<file path="src/rtl/bpv_fmt_pkg.sv">
package bpv_fmt_pkg;

    localparam int LANES     = 10;
    localparam int BRIGHT_W  = 8;
    localparam int COARSE_W  = 7;
    localparam int ROW_W     = 10;
    localparam int XFULL_W   = 11;
    localparam int BUS_BYTES = 10;
    localparam int BUS_W     = 8 * BUS_BYTES;
    localparam int IDX_W     = $clog2(LANES);

    typedef struct packed {
        logic [ROW_W-1:0]    row;
        logic [COARSE_W-1:0] coarse;
        logic [BRIGHT_W-1:0] bright;
    } lane_entry_t;

    localparam int ENTRY_W = $bits(lane_entry_t);

    typedef struct packed {
        logic                ovf;
        logic [1:0]          pad;
        logic [ROW_W-1:0]    row;
        logic [XFULL_W-1:0]  xcol;
        logic [BRIGHT_W-1:0] bright;
    } vec_word_t;

    localparam int WORD_W = $bits(vec_word_t);

    typedef enum logic [1:0] {
        ST_IDLE,
        ST_LINE,
        ST_GAP
    } fmt_state_e;

    function automatic logic [XFULL_W-1:0] expand_x(
        input logic [COARSE_W-1:0] coarse,
        input logic [IDX_W-1:0]    lane
    );
        return XFULL_W'(coarse) * XFULL_W'(LANES) + XFULL_W'(lane);
    endfunction

endpackage

</file>
<file path="src/rtl/bpv_lane_picker.sv">
module bpv_lane_picker
    import bpv_fmt_pkg::*;
(
    input  logic [LANES-1:0] pending_i,
    output logic [LANES-1:0] grant_o,
    output logic [IDX_W-1:0] idx_o,
    output logic             any_o
);
    // lowest-numbered lane with entries left wins
    always_comb begin
        grant_o = '0;
        idx_o   = '0;
        any_o   = 1'b0;
        for (int l = LANES - 1; l >= 0; l--) begin
            if (pending_i[l]) begin
                grant_o    = '0;
                grant_o[l] = 1'b1;
                idx_o      = IDX_W'(l);
                any_o      = 1'b1;
            end
        end
    end
endmodule

</file>
<file path="src/rtl/bpv_frame_timer.sv">
module bpv_frame_timer
    import bpv_fmt_pkg::*;
#(
    parameter int LINE_CLKS = 128,
    parameter int LINES     = 1024
) (
    input  logic       clk,
    input  logic       rst,
    input  logic       start_i,
    output fmt_state_e state_o,
    output logic       first_o
);
    localparam int COL_W = (LINE_CLKS > 1) ? $clog2(LINE_CLKS) : 1;
    localparam int LN_W  = (LINES > 1) ? $clog2(LINES) : 1;
    localparam logic [COL_W-1:0] COL_LAST = COL_W'(LINE_CLKS - 1);
    localparam logic [LN_W-1:0]  LN_LAST  = LN_W'(LINES - 1);

    fmt_state_e       state_q;
    logic [COL_W-1:0] col_q;
    logic [LN_W-1:0]  ln_q;

    always_ff @(posedge clk) begin
        if (rst) begin
            state_q <= ST_IDLE;
            col_q   <= '0;
            ln_q    <= '0;
        end else begin
            unique case (state_q)
                ST_IDLE: begin
                    col_q <= '0;
                    ln_q  <= '0;
                    if (start_i) state_q <= ST_LINE;
                end
                ST_LINE: begin
                    if (col_q == COL_LAST) begin
                        col_q <= '0;
                        if (ln_q == LN_LAST) begin
                            ln_q    <= '0;
                            state_q <= ST_IDLE;
                        end else begin
                            ln_q    <= ln_q + 1'b1;
                            state_q <= ST_GAP;
                        end
                    end else begin
                        col_q <= col_q + 1'b1;
                    end
                end
                ST_GAP:  state_q <= ST_LINE;
                default: state_q <= ST_IDLE;
            endcase
        end
    end

    assign state_o = state_q;
    assign first_o = (state_q == ST_LINE) && (col_q == '0) && (ln_q == '0);
endmodule

</file>
<file path="src/rtl/bpv_vector_pack.sv">
module bpv_vector_pack
    import bpv_fmt_pkg::*;
(
    input  lane_entry_t      entry_i,
    input  logic [IDX_W-1:0] lane_i,
    input  logic             valid_i,
    input  logic             first_i,
    input  logic             ovf_i,
    output logic [BUS_W-1:0] bus_o
);
    vec_word_t word;

    always_comb begin
        word        = '0;
        word.ovf    = first_i & ovf_i;
        if (valid_i) begin
            word.bright = entry_i.bright;
            word.xcol   = expand_x(entry_i.coarse, lane_i);
            word.row    = entry_i.row;
        end
        bus_o = BUS_W'(word);
    end
endmodule

</file>
<file path="src/rtl/bpv_frame_formatter.sv">
module bpv_frame_formatter
    import bpv_fmt_pkg::*;
#(
    parameter int LINE_CLKS = 128,
    parameter int LINES     = 1024,
    parameter int CNT_W     = 10
) (
    input  logic                     clk,
    input  logic                     rst,
    input  logic                     start_i,
    input  logic                     ovf_i,
    input  logic [LANES*CNT_W-1:0]   lane_cnt_i,
    input  logic [LANES*ENTRY_W-1:0] lane_head_i,
    output logic [LANES-1:0]         rd_en_o,
    output logic                     fval_o,
    output logic                     lval_o,
    output logic [BUS_W-1:0]         data_o
);
    fmt_state_e       state;
    logic             first_slot;
    logic             accept;
    logic             in_line;
    logic             ovf_q;
    logic [LANES-1:0] pending;
    logic [LANES-1:0] grant;
    logic [IDX_W-1:0] pick_idx;
    logic             pick_any;
    lane_entry_t      heads [LANES];
    lane_entry_t      pick_entry;
    logic [BUS_W-1:0] slot_word;

    assign accept  = start_i && (state == ST_IDLE);
    assign in_line = (state == ST_LINE);

    bpv_frame_timer #(
        .LINE_CLKS (LINE_CLKS),
        .LINES     (LINES)
    ) timer_i (
        .clk     (clk),
        .rst     (rst),
        .start_i (accept),
        .state_o (state),
        .first_o (first_slot)
    );

    // per-lane remaining-entry counters
    for (genvar l = 0; l < LANES; l++) begin : g_lane
        logic [CNT_W-1:0] remain_q;

        always_ff @(posedge clk) begin
            if (rst)             remain_q <= '0;
            else if (accept)     remain_q <= lane_cnt_i[l*CNT_W +: CNT_W];
            else if (rd_en_o[l]) remain_q <= remain_q - 1'b1;
        end

        assign pending[l] = (remain_q != '0);
        assign heads[l]   = lane_entry_t'(lane_head_i[l*ENTRY_W +: ENTRY_W]);
    end

    bpv_lane_picker picker_i (
        .pending_i (pending),
        .grant_o   (grant),
        .idx_o     (pick_idx),
        .any_o     (pick_any)
    );

    assign rd_en_o = in_line ? grant : '0;

    always_comb begin
        pick_entry = '0;
        for (int l = 0; l < LANES; l++) begin
            if (grant[l]) pick_entry = heads[l];
        end
    end

    bpv_vector_pack pack_i (
        .entry_i (pick_entry),
        .lane_i  (pick_idx),
        .valid_i (pick_any),
        .first_i (first_slot),
        .ovf_i   (ovf_q),
        .bus_o   (slot_word)
    );

    always_ff @(posedge clk) begin
        if (rst) begin
            ovf_q  <= 1'b0;
            fval_o <= 1'b0;
            lval_o <= 1'b0;
            data_o <= '0;
        end else begin
            if (accept) ovf_q <= ovf_i;
            fval_o <= (state != ST_IDLE);
            lval_o <= in_line;
            data_o <= in_line ? slot_word : '0;
        end
    end
endmodule

</file>
<file path="config.mk">
export PLATFORM = sky130hd
export DESIGN_NAME = bpv_frame_formatter
export DESIGN_NICKNAME = d
export VERILOG_FILES = /design/src/rtl/bpv_fmt_pkg.sv /design/src/rtl/bpv_lane_picker.sv /design/src/rtl/bpv_frame_timer.sv /design/src/rtl/bpv_vector_pack.sv /design/src/rtl/bpv_frame_formatter.sv
export SDC_FILE = /design/constraint.sdc
export NUM_CORES = 1
export LEC_CHECK = 0
export ABC_AREA = 0
export BUFFER_PORTS_ARGS = -buffer_cell sky130_fd_sc_hd__clkbuf_2
export CORE_AREA = 2 2 175 177
export DETAILED_ROUTE_END_ITERATION = 7
export DIE_AREA = 0 0 177 179
export MAX_ROUTING_LAYER = met4
export PLACE_DENSITY = 0.79
export SLEW_MARGIN = 20
export SYNTH_ARGS = -nofsm -noshare
export SYNTH_HDL_FRONTEND = slang
export SYNTH_HIERARCHICAL = 1
export SYNTH_SLANG_ARGS = --single-unit
</file>
<file path="constraint.sdc">
create_clock -name clk -period 5.3 [get_ports clk]
set_input_delay 0.265 -clock clk [delete_from_list [all_inputs] [get_ports clk]]
set_output_delay 0.265 -clock clk [all_outputs]
set_load 0.01 [all_outputs]
</file>
==> key figures, run 1 <==
Critical path
  – Crit. End Element: flip-flop
  – Reg2reg setup slack: around 300 ps
  – Worst setup SP type: flip-flop
  – Worst path arrival time: approximately 5400 ps
  – Reg2reg end: data_o[17]
  – FF-to-FF path depth: 17
  – WP data required: about 5700 ps
  – Setup CP Type: flip-flop to flip-flop
  – Crit-path max FO: 13
  – Reg2reg start: g_lane[0].remain_q[5]

Route
  – WL per Instance: ~20 um
  – Post-route DRC: 0
  – Vias per cell: around 5.6
  – WL met1: between 15000 and 20000 um
  – Vias post-DR: about 13k
  – Wire length on met2: ~24000 um
  – WL final: ~50000 um
  – Max layer used: met4
  – DR iter-0 viols: 957
  – Detail Route met3 WL: roughly 4000 um
  – Pre-antenna DRT Iters: 5
  – Antenna viol nets, final: 0

Final layout
  – Area of the multi-input gates: just under 8000 um2
  – Finished Cell Area: between 15000 and 20000 um2
  – Register Area: ~4000 um2
  – # fillers: about 2.9k
  – Cell Count, Final, Fillers Out: ~2.4k
  – Nets: roughly 2.4k
  – Layout cells sized above 1: between 20 and 30%
  – Area delta synth->final: 27.41%

Worst hold path
  – Worst min path class: primary input to flip-flop
  – Worst min-delay path startpoint: lane_cnt_i[12]
  – Worst Hold End: g_lane[1].remain_q[2]
  – Worst Hold Depth: 3

Place
  – PortBufs: roughly 450
  – GP Congestion: 1.094
  – DP HPWL: ~38000 um
  – Cells after DPL: approximately 2.3k
  – Placement Cell Area: between 15000 and 20000 um2

Synth
  – Synthesized area per cell: roughly 8.1 um2
  – Post-synthesis cell type count: 84
  – Sequential-to-total area share from yosys stat: 31.75%
  – Synth Instances: 1565
  – Mapped Area: 12740 um2
  – Ys Warns: 6
  – Flop and latch count out of synthesis: ~200
  – Post-synth EDFFs: 0
  – Async set-or-reset flop fraction in the synthesized netlist: 0%
  – Dominant synthesized flop cell: dfxtp_1

Clock tree
  – Reg clk slew, reported paths: 60 ps
  – Clock Latency Late Sink: 530 ps
  – CTS root buf: clkbuf_16
  – # H-tree levels: 1
  – Clk buf depth: 3
  – Cts bufs inserted: 24
  – Clk sinks: slightly above 200
  – CTS tree: yes

Pwr
  – PD cells: 275.4 nW/um2
  – Peak supply drop: approximately 200 uV
  – Leakage power: between 0.007 and 0.008 uW

STA
  – Worst slew pin tran: around 1100 ps
  – Hold Worst Slack: around 12 ps
  – Final Skew: 41.57 ps
  – Final period util: a little over nine tenths
  – Final Hold Violating Endpoints: 0
  – Final setup violation count: 0
  – Max transition margin: 27.83%
  – Pins over their slew limit: 0
  – Final Critical Period: around 5000 ps
  – Fmax: approximately 200 MHz
  – Setup TNS: 0 ps

Die
  – Core ar.: approximately 30000 um2
  – Initial core utilization: between 40% and 50%
  – Die area: about 32000 um2
  – Die X: roughly 180 um
  – Die span in y: about 180 um
  – Row cnt: 64
  – I/O pin count: approximately 450

GRT
  – Total grt overflow: 0
  – First-pass GRT wire length: approximately 71000 um
  – Total GRT Usage: between 30% and 40%
  – Vias in the first global route: 12.65k
  – Initial antenna violation count: 13
  – Largest net degree at the start of global routing: 90

Outcome
  – Outcome: completed

Run
  – Max Cap Violations: 0
synth_stat cells (3+ instances only):
cell type,number,area [um2]
buf_4,52,390.4
nor3_1,12,60.06
nand3_1,27,135.1
a211oi_2,3,37.54
nand4b_1,16,140.1
a221o_1,48,480.5
nand3b_1,37,277.8
and3b_1,9,78.83
a311oi_1,25,219.0
nand2b_1,28,175.2
o41ai_1,7,61.31
xnor2_1,18,157.7
xor2_1,54,473.0
o211ai_1,13,97.59
nor4_1,12,75.07
or3_1,9,56.30
ha_1,37,462.9
a211oi_1,65,488.0
and3_1,9,56.30
and2_1,108,675.7
a21oi_1,99,495.5
dfxtp_1,202,4044
inv_1,105,394.1
nor2b_1,10,62.56
nor2_1,158,593.1
o221ai_1,24,210.2
o31ai_1,8,60.06
a31oi_1,3,18.77
clkbuf_1,82,307.8
nor4b_1,3,26.28
o21bai_1,3,22.52
nand4_1,28,175.2
nand2_1,79,296.5
buf_2,27,135.1
buf_1,4,15.01
nor4_4,4,85.08
o21ai_0,15,75.07
a21oi_2,3,26.28
nor3_2,8,80.08
a221oi_1,51,446.7
o21ai_1,6,30.03
kinds of logic (layout without fill, tap and decap cells):
kind of cell    count (synthesis)  after routing  share of synthesized area (%)
mux                             1              1                        0.08841
compound gates                394            394                          23.33
flops                         202            202                          31.75
other cells                     1             62                        0.02944
xor+xnor                       72             72                          4.951
buf+inv                       273            653                          9.991
simple gates                  583            583                          25.91
fa+ha+maj                      39             39                          3.949
where the power goes:
group          total [uW]  internal (uW)  switching [uW]
clock                1680           1010             667
sequential           1700           1620            82.5
combinational        1090            477             611
total                4470           3110            1360
metal layers:
| layer | vias to the layer above | track usage, % |
|---|---|---|
| met5 | - | - |
| met4 | 0 | 13.02 |
| met3 | 117 | 6.298 |
| met2 | 607 | 51.20 |
| met1 | 6253 | 34.15 |
| li1 | 6377 | - |
registers in the layout, indices dropped and copies added, names as in the netlist:
name and cells:
timer_i/ln_q 10, data_o 80, fval_o 1, timer_i/col_q 7, g_lane.remain_q 100, ovf_q 1
lval_o 1, timer_i/state_o 2
final cells by class:
type                            count  share of cell area, %
Multi-Input combinational cell   1139                  47.41
Inverter                          105                  2.429
Clock inverter                     15                  1.072
Clock buffer                       28                  3.917
Sequential cell                   202                  24.92
Tap cell                          396                  3.053
Antenna cell                       12                 0.1851
Timing Repair Buffer              505                  17.01
cells in the final DEF, fill, tap and decap left out, types with 24 or more instances in the layout:
cell | synthesis | final
a211oi_1 | 65 | 65
a21oi_1 | 99 | 98
a221o_1 | 48 | 48
a221oi_1 | 51 | 51
a311oi_1 | 25 | 25
and2_1 | 108 | 108
buf_4 | 52 | 33
clkbuf_16 | 0 | 24
clkbuf_2 | 1 | 444
conb_1 | 1 | 50
dfxtp_1 | 202 | 202
dlygate4sd3_1 | 0 | 27
ha_1 | 37 | 37
inv_1 | 105 | 105
nand2_1 | 79 | 78
nand2b_1 | 28 | 28
nand3_1 | 27 | 27
nand3b_1 | 37 | 37
nand4_1 | 28 | 28
nor2_1 | 158 | 157
o221ai_1 | 24 | 24
xor2_1 | 54 | 54
worst max-delay path, cell delays in order (launching register included):
cell       delay, ps
dfxtp_1          360
nor4_2           430
nand4b_1         300
buf_4            260
nor4b_2          360
or2_2            370
buf_4            270
a221oi_1          70
a221oi_1         320
a21oi_1          180
ha_1             350
ha_1             290
a211o_1          310
a311oi_2         450
nor3_1           120
o2111ai_1        210
nand2_1           80
and2_1           130
worst max-delay path by stage:
stage	slack [ps]	to	cells past startpoint	start
5_1_grt	-30	data_o[17]	18	g_lane[2].remain_q[5]
2_1_floorplan	450	data_o[17]	20	g_lane[0].remain_q[5]
3_3_place_gp	270	data_o[17]	17	g_lane[2].remain_q[2]
3_5_place_dp	110	data_o[15]	17	g_lane[2].remain_q[2]
4_1_cts	60	data_o[15]	17	g_lane[2].remain_q[2]
6_report	310	data_o[17]	17	g_lane[0].remain_q[5]
stage by stage:
stage / setup WS, ps / util (%) / power [uW]
2_1_floorplan: 454.1 / - / 2397
3_3_place_gp: 273.8 / 49.98 / 2749
3_5_place_dp: 107.9 / 49.98 / 2769
4_1_cts: 59.93 / 53.57 / 4466
5_1_grt: -25.57 / 54.04 / 4662
6_report: 306.1 / 54.04 / 4468
what timing repair did:
item	4_1_cts	5_1_grt
endpoints found under the hold margin	27	0
resized for setup	0	10
buffers inserted	0	7
hold buffers	27	0
endpoints found under the setup margin	0	5
No activity file was read; power rests on OpenSTA's default activity.
==> run 2, diff against run 1 <==
Settings changed: HOLD_SLACK_MARGIN set to 0.12, PLACE_DENSITY 0.79 to 0.7, SYNTH_HIERARCHICAL 1 to not set.
==> run 2 against run 1 <==
Via count is 13% lower. Sequential power is 24% lower. Hold slack better by 110 ps. Critical path depth is 3 higher. Register-to-register slack better by 30 ps. Sequential share of layout area is 2.9 points lower. Routed wire length is 4.6% lower. Combinational power is 14% lower. Largest cell class unchanged. Highest routed layer unchanged.
==> key figures, run 2 <==
Critical path
  – Worst path max stage delay: 600 ps (was 450 ps)
  – Worst setup SP type: flip-flop (unchanged)
  – WP data required: 5620 ps (was 5690 ps)
  – Setup CP Type: flip-flop to flip-flop (unchanged)
  – Worst path slowest cell: or4_4 (was a311oi_2)
  – Reg2reg setup slack: 340 ps (was 310 ps)
  – Worst path arrival time: 5290 ps (was 5390 ps)
  – Crit-path cells: or4_4, nor4_4, nand4_1, buf_4, or3_1, buf_4, nor2_1, o21ai_0, a21oi_1, a21oi_2, ha_1, ha_1, fa_1, a21o_1, a21oi_2, xnor2_1, nand3_1, xnor2_1, xnor2_1, nor2_1 (was nor4_2, nand4b_1, buf_4, nor4b_2, or2_2, buf_4, a221oi_1, a221oi_1, a21oi_1, ha_1, ha_1, a211o_1, a311oi_2, nor3_1, o2111ai_1, nand2_1, and2_1)
  – Crit. End Element: flip-flop (unchanged)
  – Crit path top cell by count: xnor2_1
  – Crit-path max FO: 9 (was 13)

Final layout
  – Cell Count, Final, Fillers Out: 2171 (was 2402)
  – # fillers: 3058 (was 2869)
  – Final core occ: 46.03% (was 54.04%)
  – Area delta synth->final: 36.94% (was 27.41%)
  – Area of the multi-input gates: 6579 um2 (was 7694 um2)
  – Max reg flops: 100 (unchanged)
  – Layout cells sized above 1: 28.91% (was 28.94%)
  – Most frequent cells in the layout: 394 x clkbuf_2, 198 x nor2_1, 152 x dfxtp_1 (was 444 x clkbuf_2, 202 x dfxtp_1, 157 x nor2_1)
  – Commonest non-fill, non-tap cell in the layout: clkbuf_2 (unchanged)
  – Top reg by flops: g_lane.remain_q (unchanged)
  – Largest regs: g_lane.remain_q (100), data_o (30), timer_i.ln_q (10) (was g_lane.remain_q (100), data_o (80), timer_i/ln_q (10))
  – Register Area: 3043 um2 (was 4044 um2)
  – Nets: 2137 (was 2370)

Pwr
  – PD cells: 260.0 nW/um2 (was 275.4 nW/um2)
  – P_int: 2402 uW (was 3108 uW)
  – Clock power frac: 37.8% (was 37.5%)
  – Switching share of power: 33.14% (was 30.45%)
  – Gate power share: 26.1% (was 24.3%)
  – Net switching power: 1191 uW (was 1360 uW)
  – Sequential share of power: 36.1% (was 38.1%)
  – Leakage power: 0.005888 uW (was 0.007154 uW)
  – Peak supply drop: 195.0 uV (was 200.7 uV)

Synth
  – Top-count cell post-synth: nor2_1 (was dfxtp_1)
  – Post-synthesis cell type count: 70 (was 84)
  – Synth Instances: 1309 (was 1565)
  – Mapped Area: 10090 um2 (was 12740 um2)
  – Async set-or-reset flop fraction in the synthesized netlist: 0% (unchanged)
  – Area contributors post-synth: dfxtp_1 30%, nor2_1 7.4%, a211oi_1 6.5% (was dfxtp_1 32%, and2_1 5.3%, nor2_1 4.7%)
  – Yosys top cell by area: dfxtp_1 (unchanged)
  – Flop and latch count out of synthesis: 152 (was 202)
  – Ys Warns: 0 (was 6)
  – Sequential-to-total area share from yosys stat: 30.15% (was 31.75%)
  – Dominant synthesized flop cell: dfxtp_1 (unchanged)
  – Top cell type's share of synthesized area: 30.15% (was 31.75%)
  – Commonest cells post-synth: 200 x nor2_1, 152 x dfxtp_1, 103 x nand2_1 (was 202 x dfxtp_1, 158 x nor2_1, 108 x and2_1)
  – Synthesized area per cell: 7.711 um2 (was 8.138 um2)
  – Post-synth EDFFs: 0 (unchanged)

Clock tree
  – Cts bufs inserted: 17 (was 24)
  – Reg clk slew, reported paths: 70 ps (was 60 ps)
  – Clock Latency Late Sink: 440 ps (was 530 ps)
  – # H-tree levels: 4 (was 1)
  – CTS tree: yes (unchanged)
  – Clk buf depth: 2 (was 3)
  – CTS root buf: clkbuf_16 (unchanged)
  – Clk sinks: 152 (was 202)

Die
  – Die X: 177 um (unchanged)
  – Die area: 31680 um2 (unchanged)
  – Core ar.: 30030 um2 (unchanged)
  – Initial core utilization: 33.61% (was 42.41%)
  – I/O pin count: 446 (unchanged)
  – Die span in y: 179 um (unchanged)
  – Row cnt: 64 (unchanged)

Place
  – DP HPWL: 37580 um (was 38050 um)
  – Cells after DPL: 2063 (was 2313)
  – GP Congestion: 1.001 (was 1.094)
  – PortBufs: 395 (was 445)

STA
  – RSZ-0062 raised after global routing: no
  – Worst slew pin tran: 810.5 ps (was 1083 ps)
  – Pins over their slew limit: 0 (unchanged)
  – Final Skew: 11.17 ps (was 41.57 ps)
  – Final Hold Violating Endpoints: 0 (unchanged)
  – Fmax: 201.5 MHz (was 200.2 MHz)
  – Final setup violation count: 0 (unchanged)
  – Setup TNS: 0 ps (unchanged)
  – Max transition margin: 45.97% (was 27.83%)
  – Final period util: 93.64% (was 94.22%)
  – Final Critical Period: 4963 ps (was 4994 ps)

Route
  – Vias post-DR: 11.67k (was 13.35k)
  – WL per Instance: 21.42 um (was 20.28 um)
  – Vias per cell: 5.375 (was 5.560)
  – DR iter-0 viols: 781 (was 957)
  – Post-route DRC: 0 (unchanged)
  – WL final: 46500 um (was 48710 um)
  – Pre-antenna DRT Iters: 5 (unchanged)
  – Antenna viol nets, final: 0 (unchanged)

GRT
  – Initial antenna violation count: 10 (was 13)
  – Largest net degree at the start of global routing: 100 (was 90)
  – Vias in the first global route: 11.41k (was 12.65k)
  – First-pass GRT wire length: 67760 um (was 71450 um)
  – Total grt overflow: 0 (unchanged)
  – Total GRT Usage: 29.78% (was 30.07%)

Outcome
  – Outcome: completed (unchanged)

Worst hold path
  – Worst min path class: primary input to flip-flop (unchanged)

Run
  – Max Cap Violations: 0 (unchanged)
## run 2: cell types whose count changed after synthesis, sizes merged, moves of 26 or more
| cell | before | now |
|---|---|---|
| and2 | 110 | 10 |
| inv | 105 | 29 |
| dfxtp | 202 | 152 |
| a221o | 48 | 2 |
| nor2 | 159 | 201 |
| a22oi | 2 | 41 |
| a21oi | 102 | 65 |
| a221oi | 51 | 15 |
| nand3b | 37 | 7 |
| buf | 84 | 55 |
| nor3 | 20 | 49 |
| o21ai | 21 | 47 |
## run 2: stage by stage
stage               worst slack, ps  area [um2]  hold slack, ps  power, uW
finish                        337.0       13820           121.3       3593
global route                  15.92       13820           125.3       3767
CTS                           50.93       13700           120.3       3592
detailed placement           -60.99       12420           464.8       2194
global placement              137.2       12420           466.9       2188
floorplan                     334.3       10280           401.0       1858
## run 2: path summary, 6_finish.rpt
| check | startpoint | end | cells after the start |
|---|---|---|---|
| worst max register to register | g_lane[3].remain_q[5] | data_o[17] | 20 |
| worst max-delay path | g_lane[3].remain_q[5] | data_o[17] | 20 |
| worst min-delay path | lane_cnt_i[82] | g_lane[8].remain_q[2] | 3 |
| worst min register to register | ovf_q | ovf_q | 2 |
## run 2: cell families (layout without fill, tap and decap cells)
logic type	after synthesis	in the layout	share of synthesized area, %
mux	5	5	0.5330
compound gates	331	331	22.49
simple gates	538	538	26.60
fa+ha+maj	32	32	4.116
flops	152	152	30.15
buf+inv	153	559	7.661
other cells	1	61	0.03715
xor+xnor	97	97	8.417
## run 2: what timing repair did
item                       in CTS  in global routing
setup endpoints to repair       1                  3
pin swaps                       1                  1
buffers inserted                1                  1
hold buffers                   63                  0
resized for setup               0                 14
hold endpoints to repair       61                  0
## run 2: power by group through the flow
stage	Combinational [uW]	Sequential (uW)	Clock, uW
global route	1030	1310	1430
CTS	919	1290	1380
detailed placement	875	1320	0
global placement	872	1320	0
finish	937	1300	1360
floorplan	548	1310	0
## run 2: cell type report
| cell class | count | area share (%) |
|---|---|---|
| clock buffer | 18 | 3.177 |
| antenna | 11 | 0.1991 |
| timing repair buffer | 498 | 21.17 |
| multi-input combinational | 1053 | 47.60 |
| inverter | 29 | 0.7875 |
| tap | 396 | 3.585 |
| clock inverter | 14 | 1.466 |
| sequential | 152 | 22.02 |
## run 2: critical path: cells and delay by family (launching register included)
kind                       cells  cell delay [ps]
AOI/OAI and AO/OA              5              750
buffers and inverters          2              380
xor gates and xnor gates       3              530
DFF                            1              360
adders and majority gates      3             1000
and+or+nand+nor                7             1830
## run 2: layer usage
metal | GRT usage [%] | share of wire, %
met5 | - | 0
met3 | 5.619 | 6.7
met4 | 12.81 | 3.6
met1 | 35.00 | 41
met2 | 49.74 | 49
